`src/rtl/cmpctl_pkg.sv`:
```
package cmpctl_pkg;

    localparam int CSR_W       = 32;
    localparam int HALF_W      = 16;
    localparam int NUM_CMP     = 2;
    localparam int SEL_W       = 3;
    localparam int NUM_DEST    = (1 << SEL_W) - 1;
    localparam int SYNC_STAGES = 2;

    // Half-relative bit positions
    localparam int LOCK_BIT   = 15;
    localparam int RES_BIT    = 14;
    localparam int HYST_LO    = 12;
    localparam int POL_BIT    = 11;
    localparam int SEL_LO     = 8;
    localparam int WIN_BIT    = 7;
    localparam int INSEL_LO   = 4;
    localparam int MODE_LO    = 2;
    localparam int SW_BIT     = 1;
    localparam int EN_BIT     = 0;

    localparam logic [HALF_W-1:0] BASE_MASK = 16'hBF7D;

    typedef enum logic [SEL_W-1:0] {
        DEST_NONE    = 3'd0,
        DEST_T1_BRK  = 3'd1,
        DEST_T1_CAP1 = 3'd2,
        DEST_T1_CLR  = 3'd3,
        DEST_T2_CAP4 = 3'd4,
        DEST_T2_CLR  = 3'd5,
        DEST_T3_CAP1 = 3'd6,
        DEST_T3_CLR  = 3'd7
    } dest_e;

    typedef struct packed {
        logic        en;
        logic        extra;
        logic [2:0]  insel;
        logic [1:0]  mode;
        logic [1:0]  hyst;
        logic        pol;
        dest_e       dest;
    } cmp_cfg_t;

    function automatic logic [HALF_W-1:0] half_mask(input bit window_variant);
        logic [HALF_W-1:0] m;
        m = BASE_MASK;
        if (window_variant) m[WIN_BIT] = 1'b1;
        else                m[SW_BIT]  = 1'b1;
        return m;
    endfunction

    function automatic logic [NUM_DEST-1:0] steer(input dest_e d, input logic v);
        logic [NUM_DEST-1:0] r;
        r = '0;
        if (d != DEST_NONE) r[d - 3'd1] = v;
        return r;
    endfunction

endpackage

```
`src/rtl/cmp_sync.sv`:
```
module cmp_sync
    import cmpctl_pkg::*;
#(
    parameter int W = NUM_CMP
) (
    input  logic         clk,
    input  logic         rst,
    input  logic [W-1:0] raw_i,
    output logic [W-1:0] sync_o
);

    logic [SYNC_STAGES-1:0][W-1:0] stage_q;

    always_ff @(posedge clk) begin
        if (rst) stage_q <= '0;
        else begin
            stage_q[0] <= raw_i;
            for (int s = 1; s < SYNC_STAGES; s++) stage_q[s] <= stage_q[s-1];
        end
    end

    assign sync_o = stage_q[SYNC_STAGES-1];

    // Cycles since reset, saturating, so the delay check never looks before reset
    logic [1:0] age_q;
    always_ff @(posedge clk) begin
        if (rst) age_q <= '0;
        else if (age_q != 2'd3) age_q <= age_q + 2'd1;
    end

    a_r10_two_edge_delay: assert property (@(posedge clk) disable iff (rst)
        (age_q >= 2'd2) |-> (sync_o == $past(raw_i, 2)))
        else $error("R10 synchronizer delay mismatch");

endmodule

```
`src/rtl/cmp_half.sv`:
```
module cmp_half
    import cmpctl_pkg::*;
#(
    parameter bit WINDOW_VARIANT = 1'b0
) (
    input  logic              clk,
    input  logic              rst,
    input  logic              wr_i,
    input  logic [HALF_W-1:0] wdata_i,
    input  logic              res_i,
    output logic [HALF_W-1:0] rd_o,
    output cmp_cfg_t          cfg_o
);

    localparam logic [HALF_W-1:0] WMASK = half_mask(WINDOW_VARIANT);

    logic [HALF_W-1:0] img_q;
    logic              locked;

    assign locked = img_q[LOCK_BIT];

    always_ff @(posedge clk) begin
        if (rst)                 img_q <= '0;
        else if (wr_i && !locked) img_q <= wdata_i & WMASK;
    end

    always_comb begin
        rd_o          = img_q;
        rd_o[RES_BIT] = res_i;
    end

    always_comb begin
        cfg_o.en    = img_q[EN_BIT];
        cfg_o.extra = WINDOW_VARIANT ? img_q[WIN_BIT] : img_q[SW_BIT];
        cfg_o.insel = img_q[INSEL_LO +: 3];
        cfg_o.mode  = img_q[MODE_LO +: 2];
        cfg_o.hyst  = img_q[HYST_LO +: 2];
        cfg_o.pol   = img_q[POL_BIT];
        cfg_o.dest  = dest_e'(img_q[SEL_LO +: SEL_W]);
    end

    a_r4_locked_half_frozen: assert property (@(posedge clk) disable iff (rst)
        locked |=> $stable(img_q))
        else $error("R4 locked half changed");

    a_r4_lock_sticky: assert property (@(posedge clk) disable iff (rst)
        !$fell(rd_o[LOCK_BIT]))
        else $error("R4 lock cleared without reset");

endmodule

```
`src/rtl/cmp_router.sv`:
```
module cmp_router
    import cmpctl_pkg::*;
(
    input  logic                en_i,
    input  logic                pol_i,
    input  dest_e               dest_i,
    input  logic                res_i,
    output logic [NUM_DEST-1:0] route_o
);

    logic level;
    assign level = res_i ^ pol_i;

    always_comb begin
        route_o = '0;
        if (en_i) route_o = steer(dest_i, level);
    end

    always_comb begin
        a_r7_route_onehot: assert ($onehot0(route_o))
            else $error("R7 more than one route line active");
    end

endmodule

```
`src/rtl/cmp_ctrl_reg.sv`:
```
module cmp_ctrl_reg
    import cmpctl_pkg::*;
#(
    parameter int          ADDR_W   = 8,
    parameter logic [7:0]  REG_ADDR = 8'h1C
) (
    input  logic                        clk,
    input  logic                        rst,
    input  logic [ADDR_W-1:0]           bus_addr,
    input  logic                        bus_we,
    input  logic [CSR_W-1:0]            bus_wdata,
    output logic [CSR_W-1:0]            bus_rdata,
    input  logic [NUM_CMP-1:0]          cmp_raw,
    output logic [NUM_CMP*NUM_DEST-1:0] route_o,
    output logic [NUM_CMP-1:0]          cfg_en_o,
    output logic [NUM_CMP*3-1:0]        cfg_insel_o,
    output logic [NUM_CMP*2-1:0]        cfg_mode_o,
    output logic [NUM_CMP*2-1:0]        cfg_hyst_o,
    output logic                        cfg_window_o,
    output logic                        cfg_switch_o
);

    logic                     hit;
    logic [NUM_CMP-1:0]       res_sync;
    logic [CSR_W-1:0]         rd_img;
    cmp_cfg_t [NUM_CMP-1:0]   cfg;

    assign hit = (bus_addr == ADDR_W'(REG_ADDR));

    cmp_sync #(.W(NUM_CMP)) u_sync (
        .clk    (clk),
        .rst    (rst),
        .raw_i  (cmp_raw),
        .sync_o (res_sync)
    );

    for (genvar c = 0; c < NUM_CMP; c++) begin : g_cmp
        cmp_half #(.WINDOW_VARIANT(c == 1)) u_half (
            .clk     (clk),
            .rst     (rst),
            .wr_i    (hit && bus_we),
            .wdata_i (bus_wdata[c*HALF_W +: HALF_W]),
            .res_i   (res_sync[c]),
            .rd_o    (rd_img[c*HALF_W +: HALF_W]),
            .cfg_o   (cfg[c])
        );

        cmp_router u_router (
            .en_i    (cfg[c].en),
            .pol_i   (cfg[c].pol),
            .dest_i  (cfg[c].dest),
            .res_i   (res_sync[c]),
            .route_o (route_o[c*NUM_DEST +: NUM_DEST])
        );

        assign cfg_en_o[c]          = cfg[c].en;
        assign cfg_insel_o[c*3 +: 3] = cfg[c].insel;
        assign cfg_mode_o[c*2 +: 2]  = cfg[c].mode;
        assign cfg_hyst_o[c*2 +: 2]  = cfg[c].hyst;

        a_r9_disabled_quiet: assert property (@(posedge clk) disable iff (rst)
            !cfg_en_o[c] |-> (route_o[c*NUM_DEST +: NUM_DEST] == '0))
            else $error("R9 disabled comparator drives a route line");
    end

    assign cfg_window_o = cfg[1].extra;
    assign cfg_switch_o = cfg[0].extra;

    assign bus_rdata = hit ? rd_img : '0;

    a_r5_result_mirror: assert property (@(posedge clk) disable iff (rst)
        hit |-> (bus_rdata[RES_BIT] == res_sync[0] &&
                 bus_rdata[HALF_W + RES_BIT] == res_sync[1]))
        else $error("R5 result bit does not follow synchronizer");

    a_r2_miss_write_ignored: assert property (@(posedge clk) disable iff (rst)
        (bus_we && !hit) |=> $stable({cfg_en_o, cfg_insel_o, cfg_mode_o,
                                      cfg_hyst_o, cfg_window_o, cfg_switch_o}))
        else $error("R2 write at foreign address changed configuration");

    a_r6_reserved_low: assert property (@(posedge clk) disable iff (rst)
        !bus_rdata[7] && !bus_rdata[17])
        else $error("R6 reserved bit read as one");

endmodule

```
`config.mk`:
```
export PLATFORM = sky130hd
export DESIGN_NAME = cmp_ctrl_reg
export DESIGN_NICKNAME = d
export VERILOG_FILES = /design/src/rtl/cmpctl_pkg.sv /design/src/rtl/cmp_sync.sv /design/src/rtl/cmp_half.sv /design/src/rtl/cmp_router.sv /design/src/rtl/cmp_ctrl_reg.sv
export SDC_FILE = /design/constraint.sdc
export NUM_CORES = 1
export LEC_CHECK = 0
export ABC_AREA = 1
export CORE_ASPECT_RATIO = 1.25
export CORE_MARGIN = 2
export CORE_UTILIZATION = 41
export CTS_BUF_LIST = sky130_fd_sc_hd__clkbuf_4
export CTS_CLUSTER_SIZE = 28
export DETAILED_ROUTE_END_ITERATION = 12
export GPL_ROUTABILITY_DRIVEN = 0
export PLACE_DENSITY = 0.81
export RECOVER_POWER = 25
export SLEW_MARGIN = 20
export SYNTH_ARGS = -nofsm -noshare
export SYNTH_HDL_FRONTEND = slang
export SYNTH_SLANG_ARGS = --single-unit
```
`constraint.sdc`:
```
create_clock -name clk -period 1.86 [get_ports clk]
set_input_delay 0.279 -clock clk [delete_from_list [all_inputs] [get_ports clk]]
set_output_delay 0.279 -clock clk [all_outputs]
set_load 0.01 [all_outputs]
```
==> flow_summary.rst, run 1 <==
.. list-table::
   :header-rows: 1

   * - Metric
     - Value
   * - Pins Over Slew Limit
     - 0
   * - Yosys cell types
     - 21
   * - Worst-margin pin slew
     - approximately 0.6 ns
   * - Share of the yosys chip area belonging to registers
     - a little under a third
   * - Worst hold path cell count
     - 2
   * - Initial antenna violation count
     - 0
   * - Worst Hold Endpoint
     - u_sync.sync_o[0]
   * - Cells taking the most area after synthesis
     - dfxtp_1 31%, nor2_1 19%, inv_1 13%
   * - Top Ports
     - approximately 110
   * - Critical path peak fanout
     - 4
   * - Total placed instance area
     - 3090 sq um
   * - Kind of end point of the critical path
     - primary output
   * - DRC violation total after the first TritonRoute iteration
     - 62
   * - Via count
     - around 2.3k
   * - Non-Filler Cell Area, Final
     - approximately 3200 sq um
   * - Mean Syn Cell Area
     - around 6 sq um
   * - Number of clock sinks seen by CTS
     - 32
   * - Post-synthesis simple-gate area fraction
     - between 30% and 40%
   * - Kind of start point of the critical path
     - flip-flop
   * - Placed wire-length estimate
     - a little over 4000 microns
   * - Total Die Area
     - approximately 5600 sq um
   * - Buffers on Ports
     - roughly 100
   * - Total DRC errors in the routed layout
     - 0
   * - Final setup violation count
     - 2
   * - Global-route wire length before repair
     - around 9800 microns
   * - Reg-to-reg slack, setup
     - 0.87 ns
   * - H-Tree Depth
     - 2
   * - Worst clock skew
     - 0.0173 ns
   * - Maximum number of pins on one net before global-route repair
     - 29
   * - Antenna cells
     - 0
   * - Remaining number of nets flagged by the antenna check after routing
     - 0
   * - Clock slew at the register clock pins of the worst setup and hold paths
     - about 0.090 ns
   * - Count of yosys warnings during synthesis
     - 0
   * - Compound-cell area share of the yosys netlist
     - 0.487%
   * - TritonRoute pass-1 iters
     - 4
   * - Run status
     - finished, violations left
   * - Worst skew pair latency
     - approximately 0.33 ns
   * - Largest area contributor in the netlist
     - dfxtp_1
   * - Post-route worst setup slack
     - -0.0614 ns
   * - Number of violations of the max-capacitance limit
     - 0
   * - Worst endpoint required time
     - between 1.5 and 2 ns
   * - Portion of the clock cycle consumed by the worst path in the final layout
     - 103%
   * - Nets@finish
     - ~490
   * - FF-to-FF End
     - g_cmp[0].u_half.img_q[12]
   * - Initial core utilization
     - between 40% and 50%
   * - CTS hold repair buffers
     - 0
   * - Number of vias per cell
     - roughly 4.6
   * - Growth of design area from synthesis to finish
     - 57.1%
   * - Share of the synthesized area in the top cell type
     - between 30 and 40%
   * - Multiplexer fraction of the synthesized cell area
     - 0%
   * - Post-Syn Instances
     - 338
   * - Share of layout cells above drive strength 1
     - about 23%
   * - Startpoint of the most critical register-to-register path
     - g_cmp[0].u_half.img_q[15]
   * - Overall die width
     - between 60 and 70 microns
   * - Post-Route Setup TNS
     - -0.0672 ns
   * - Worst VDD drop
     - 0.299 mV
   * - CTS Root Buffer Type
     - clkbuf_4
   * - Most frequent standard cell in the layout excluding fill and tap cells
     - nor2_1
   * - Total routed wirelength
     - roughly 6000 microns
   * - Number of non-filler instances in the completed layout
     - between 500 and 600
   * - Maximum clock frequency
     - roughly 520 MHz
   * - Placed Cells incl. Taps
     - roughly 490
   * - Path category of the worst min-delay check
     - reg -> reg
   * - Startpoint of the most critical hold path
     - u_sync.stage_q[0]
   * - Power per unit of standard cell area
     - ~390 nW/um^2
   * - Crit path kind
     - reg -> out
   * - Number of buffers added by the clock tree synthesis step
     - 5
   * - Post-synthesis cell area
     - 2050 sq um
   * - CTS tree
     - yes
   * - RSZ-0062 raised after global routing
     - true
   * - Remaining global-route overflow
     - 0
   * - Final Hold Fails
     - 0
   * - Longest Clk Path Bufs
     - 2
   * - Arrival time at the worst endpoint
     - 1.64 ns
   * - Xor/xnor cell area share of the yosys netlist
     - under 10%
   * - Die Ht
     - ~83 microns
   * - Combinational family with the most area after synthesis
     - simple AND/OR/NAND/NOR gates
   * - Synthesized flop and latch total
     - 32
   * - Relative slew slack
     - between 60% and 70%
   * - Row count
     - 28
   * - Per-cell routed wire length
     - around 12 microns
   * - Count of cells along the worst register-to-register path
     - 5
   * - Violations in the final reports
     - setup timing
   * - Min Tclk post-route
     - between 1.5 and 2 ns
   * - Commonest cells after routing, fill and taps aside
     - 99 x nor2_1, 67 x inv_1, 47 x clkdlybuf4s50_1
   * - Overall track demand over capacity in global routing
     - ~22%
   * - Leak
     - between 1.5 and 2 nW
   * - Vias in the first global route
     - ~2.2k
   * - Core area
     - 4760 sq um
   * - Post-synthesis adder-cell area fraction
     - 2.44%
==> through the flow <==
stage          hold slack [ns]  power (W)  utilization [%]  setup WS (ns)
6_report                 0.411    0.00126             67.7        -0.0614
3_3_place_gp             0.393   0.000870             64.8         -0.404
5_1_grt                  0.433    0.00130             67.7         -0.132
3_5_place_dp             0.398   0.000873             64.8         -0.466
4_1_cts                  0.412    0.00126             68.9        -0.0715
2_1_floorplan            0.348   0.000772                -          0.320
==> layout make-up <==
cell class	count	area, sq um
fill	473	1540
timing repair buffer	128	1080
multi-input combinational	199	1040
sequential	32	646
inverter	75	299
tap	60	75.1
clock buffer	7	52.6
timing repair inverter	2	27.5
clock inverter	1	3.75
==> cell usage after synthesis, drive strengths merged <==
cell / n
nand2: 42
inv: 74
nor2: 108
nand3: 4
nor4: 2
conb: 1
or2: 2
ha: 4
clkinv: 1
buf: 30
a21oi: 2
dfxtp: 32
nand4: 30
xor2: 3
clkbuf: 3
==> metal layers <==
metal	share of wire (%)	GRT usage, %	vias up
met1	40	25.1	1065
li1	-	-	1194
met5	0	0	-
met4	2.2	8.16	0
met3	3.4	2.30	12
met2	55	41.0	61
==> how the worst max path moves through the flow <==
stage	depth (start not counted)	end	from	slack, ns
floorplan	5	route_o[13]	g_cmp[1].u_half.img_q[8]	0.32
detailed placement	8	bus_rdata[3]	bus_addr[4]	-0.47
global placement	8	bus_rdata[27]	bus_addr[3]	-0.40
finish	8	route_o[13]	g_cmp[1].u_half.img_q[8]	-0.06
CTS	8	route_o[13]	g_cmp[1].u_half.img_q[8]	-0.07
global route	8	route_o[13]	g_cmp[1].u_half.img_q[9]	-0.13
==> registers in the layout, indices dropped and copies added (netlist names) <==
name,flops
u_sync.stage_q,2
u_sync.sync_o,2
g_cmp.u_half.img_q,28
==> worst max-delay path: stages (launching register included) <==
cell     delay [ns]
dfxtp_2        0.36
inv_4          0.06
ha_4           0.17
xor2_4         0.18
buf_6          0.12
buf_6          0.09
nand2_4        0.05
nor4_2         0.13
buf_2          0.17
==> power by group <==
group / internal [W] / leakage (nW) / total [W] / switching (W)
Clock: 0.000174 / 0.0338 / 0.000399 / 0.000224
Combinational: 0.0000956 / 1.22 / 0.000165 / 0.0000691
Sequential: 0.000690 / 0.261 / 0.000693 / 0.00000346
==> repair_timing <==
| action | in CTS | in global routing |
|---|---|---|
| gates cloned | 2 | 0 |
| gates resized for setup | 132 | 50 |
| pin swaps | 12 | 16 |
| endpoints found under the setup margin | 44 | 29 |
| buffers inserted | 7 | 2 |
==> cell families after synthesis <==
family,Yosys count
adder cells (fa/ha/maj),4
AND/OR/NAND/NOR,188
AO/OA/AOI/OAI,2
buffers and inverters,108
XOR/XNOR,3
flip-flops,32
other,1
Note: power is estimated with default switching activity, not from simulation.
==> run 2: changes to the inputs <==
--- a/config.mk
+++ b/config.mk
@@ -8,12 +8,12 @@
 export ABC_AREA = 1
 export CORE_ASPECT_RATIO = 1.25
 export CORE_MARGIN = 2
-export CORE_UTILIZATION = 41
+export CORE_UTILIZATION = 37
 export CTS_BUF_LIST = sky130_fd_sc_hd__clkbuf_4
 export CTS_CLUSTER_SIZE = 28
 export DETAILED_ROUTE_END_ITERATION = 12
 export GPL_ROUTABILITY_DRIVEN = 0
-export PLACE_DENSITY = 0.81
+export PLACE_DENSITY = 0.77
 export RECOVER_POWER = 25
 export SLEW_MARGIN = 20
 export SYNTH_ARGS = -nofsm -noshare
==> constraint.sdc (replaced) <==
create_clock -name clk -period 1.6 [get_ports clk]
set_input_delay 0.24 -clock clk [delete_from_list [all_inputs] [get_ports clk]]
set_output_delay 0.24 -clock clk [all_outputs]
set_load 0.01 [all_outputs]
==> run 2 against run 1 <==
The run still ends with setup timing left. Utilization shrank 6.5 points. Combinational power grew 24%. Cell area up 2.6%. Critical path depth decreased by 2. Clock skew is 0.011 ns lower. Critical endpoint unchanged.
==> flow_summary.rst, run 2 (synthesis results as in run 1) <==
.. list-table::
   :header-rows: 1

   * - Metric
     - Value
   * - CTS hold repair buffers
     - 0 (unchanged)
   * - Worst hold path cell count
     - 2 (unchanged)
   * - Violations in the final reports
     - setup timing
   * - Power per unit of standard cell area
     - 431 nW/um^2 (+11%)
   * - Number of buffers added by the clock tree synthesis step
     - 5 (unchanged)
   * - Number of clock sinks seen by CTS
     - 32 (unchanged)
   * - Vias in the first global route
     - 2100 (-3.7%)
   * - Crit path kind
     - reg -> out
   * - Remaining global-route overflow
     - 0 (unchanged)
   * - Row count
     - 30 (+7.1%)
   * - Total Die Area
     - 6170 sq um (+10%)
   * - Longest Clk Path Bufs
     - 2 (unchanged)
   * - Relative slew slack
     - 61.3% (+0.36 points)
   * - Top delay family on crit path
     - flip-flops
   * - Number of vias per cell
     - 4.48 (-3.1%)
   * - Per-cell routed wire length
     - 11.8 microns (-2.1%)
   * - Worst slack, placed
     - -0.607 ns (-0.141 ns)
   * - TritonRoute pass-1 iters
     - 4 (unchanged)
   * - Total placed instance area
     - 3140 sq um (+1.7%)
   * - Clock slew at the register clock pins of the worst setup and hold paths
     - 0.09 ns (about the same)
   * - Overall die width
     - 70.7 microns (+5.0%)
   * - Top Ports
     - 109 (unchanged)
   * - FF-to-FF End
     - g_cmp[0].u_half.img_q[4]
   * - Portion of the clock cycle consumed by the worst path in the final layout
     - 112%
   * - CTS Root Buffer Type
     - clkbuf_4
   * - Final Hold Fails
     - 0 (unchanged)
   * - Register containing the most flip-flops in the final layout
     - g_cmp.u_half.img_q
   * - Non-Filler Cell Area, Final
     - 3310 sq um (+2.6%)
   * - Worst-margin pin slew
     - 0.580 ns (-0.00540 ns)
   * - Initial core utilization
     - 38.0% (-5.1 points)
   * - Commonest cells after routing, fill and taps aside
     - 93 x nor2_1, 63 x inv_1, 47 x clkdlybuf4s50_1
   * - Growth of design area from synthesis to finish
     - 61.1%
   * - Maximum number of pins on one net before global-route repair
     - 29 (unchanged)
   * - Hold slack final
     - 0.412 ns (+0.000555 ns)
   * - Run status
     - finished, violations left
   * - Core area
     - 5410 sq um (+13%)
   * - Fillers
     - 530 (+12%)
   * - Total routed wirelength
     - 6140 microns (+0.82%)
   * - Placed wire-length estimate
     - 4130 microns (+1.2%)
   * - Most frequent standard cell in the layout excluding fill and tap cells
     - nor2_1
   * - Post-route worst setup slack
     - -0.189 ns (-0.128 ns)
   * - CTS tree
     - yes
   * - Utilization after layout
     - 61.2% (-6.5 points)
   * - Kind of end point of the critical path
     - primary output
   * - Count of cells along the worst register-to-register path
     - 5 (unchanged)
   * - RSZ-0062 raised after global routing
     - true
   * - Worst endpoint required time
     - 1.36 ns (-0.22 ns)
   * - Via count
     - 2327 (-0.21%)
   * - Area used by sequential logic in the layout
     - 646 sq um (unchanged)
   * - Min Tclk post-route
     - around 1.8 ns
   * - Critical path peak fanout
     - 4 (unchanged)
   * - Nets@finish
     - 504 (+2.4%)
   * - Path category of the worst min-delay check
     - reg -> reg
   * - H-Tree Depth
     - 2 (unchanged)
   * - Pins Over Slew Limit
     - 0 (unchanged)
   * - Remaining number of nets flagged by the antenna check after routing
     - 0 (unchanged)
   * - Leak
     - 1.55 nW (+2.2%)
   * - Overall track demand over capacity in global routing
     - 19.6% (-2.6 points)
   * - Multi-input gate area in the final layout
     - 1100 sq um (+5.5%)
   * - Number of violations of the max-capacitance limit
     - 0 (unchanged)
   * - Worst skew pair latency
     - 0.33 ns (about the same)
   * - Startpoint of the most critical register-to-register path
     - g_cmp[0].u_half.img_q[15]
   * - Worst VDD drop
     - 0.323 mV (+8.1%)
   * - Maximum clock frequency
     - ~560 MHz
   * - Flip-flop count of the largest register after layout
     - 28 (unchanged)
   * - Arrival time at the worst endpoint
     - 1.55 ns (-0.09 ns)
   * - Initial antenna violation count
     - 0 (unchanged)
   * - Global-route wire length before repair
     - 9600 microns (-1.7%)
   * - Antenna cells
     - 0 (unchanged)
   * - DRC violation total after the first TritonRoute iteration
     - 57 (-8.1%)
   * - Cells along the critical path
     - inv_4 > ha_4 > xor2_4 > nand2_1 > nor4_2 > buf_2
   * - Final setup violation count
     - 14 (+12)
   * - Combined buffer and inverter count along the critical path
     - 2 (-2)
   * - Startpoint of the most critical hold path
     - u_sync.stage_q[1]
   * - Die Ht
     - 87.3 microns (+5.0%)
   * - Largest stage delay on the critical path
     - 0.34 ns (-0.02 ns)
   * - Buffers on Ports
     - 102 (unchanged)
   * - Kind of start point of the critical path
     - flip-flop
   * - Worst clock skew
     - 0.00659 ns (-0.0107 ns)
   * - Reg-to-reg slack, setup
     - 0.59 ns (-0.28 ns)
   * - Share of layout cells above drive strength 1
     - 30.1% (+7.4 points)
   * - Critical-path cell with the highest stage delay
     - dfxtp_2
   * - Worst Hold Endpoint
     - u_sync.sync_o[1]
   * - Total DRC errors in the routed layout
     - 0 (unchanged)
==> run 2: worst max-delay path by stage <==
| stage | startpoint | end | cells after the start |
|---|---|---|---|
| 2_1_floorplan | g_cmp[1].u_half.img_q[8] | route_o[13] | 5 |
| 3_3_place_gp | bus_addr[4] | bus_rdata[31] | 8 |
| 5_1_grt | g_cmp[1].u_half.img_q[9] | route_o[8] | 8 |
| 3_5_place_dp | bus_addr[4] | bus_rdata[0] | 8 |
| 4_1_cts | g_cmp[1].u_half.img_q[8] | route_o[13] | 6 |
| 6_report | g_cmp[1].u_half.img_q[8] | route_o[13] | 6 |
==> run 2: through the flow <==
stage	power, W	TNS, ns	instances
floorplan	0.000897	0	339
global placement	0.00101	-21.15	498
detailed placement	0.00102	-23.95	498
CTS	0.00144	-1.92	516
global route	0.00150	-4.29	519
finish	0.00143	-1.76	519
==> run 2: repair_timing <==
item,in CTS,in global routing
gates cloned,2,0
setup endpoints to repair,46,70
pin swaps,26,19
gates resized for setup,199,50
setup buffers,9,3
==> run 2: report_power, final <==
part / switching [W] / leakage [nW] / internal, W
clock: 0.000265 / 0.0261 / 0.000153
sequential: 0.00000398 / 0.261 / 0.000802
combinational: 0.0000858 / 1.26 / 0.000118
total: 0.000355 / 1.55 / 0.00107
==> run 2: area by class of cell <==
type	instances	area share, %
sequential	32	19.5
clock inverter	2	0.227
clock buffer	5	1.13
multi-input combinational	199	33.2
timing repair inverter	2	0.681
tap	64	2.42
timing repair buffer	140	33.5
inverter	75	9.34
==> run 2: layer usage <==
| metal | vias to the layer above | GRT usage, % | routed length, microns |
|---|---|---|---|
| met5 | - | 0 | 0 |
| met4 | 0 | 9.09 | 138 |
| met3 | 11 | 3.13 | 263 |
| met2 | 62 | 35.8 | 3290 |
| met1 | 1034 | 22.2 | 2450 |
| li1 | 1220 | - | - |
==> run 2: worst reg2reg max path: stages, from the launching register on <==
cell     delay [ns]
dfxtp_1        0.34
inv_1          0.09
buf_4          0.21
nand4_1        0.12
nand2_1        0.11
nor2_1         0.04
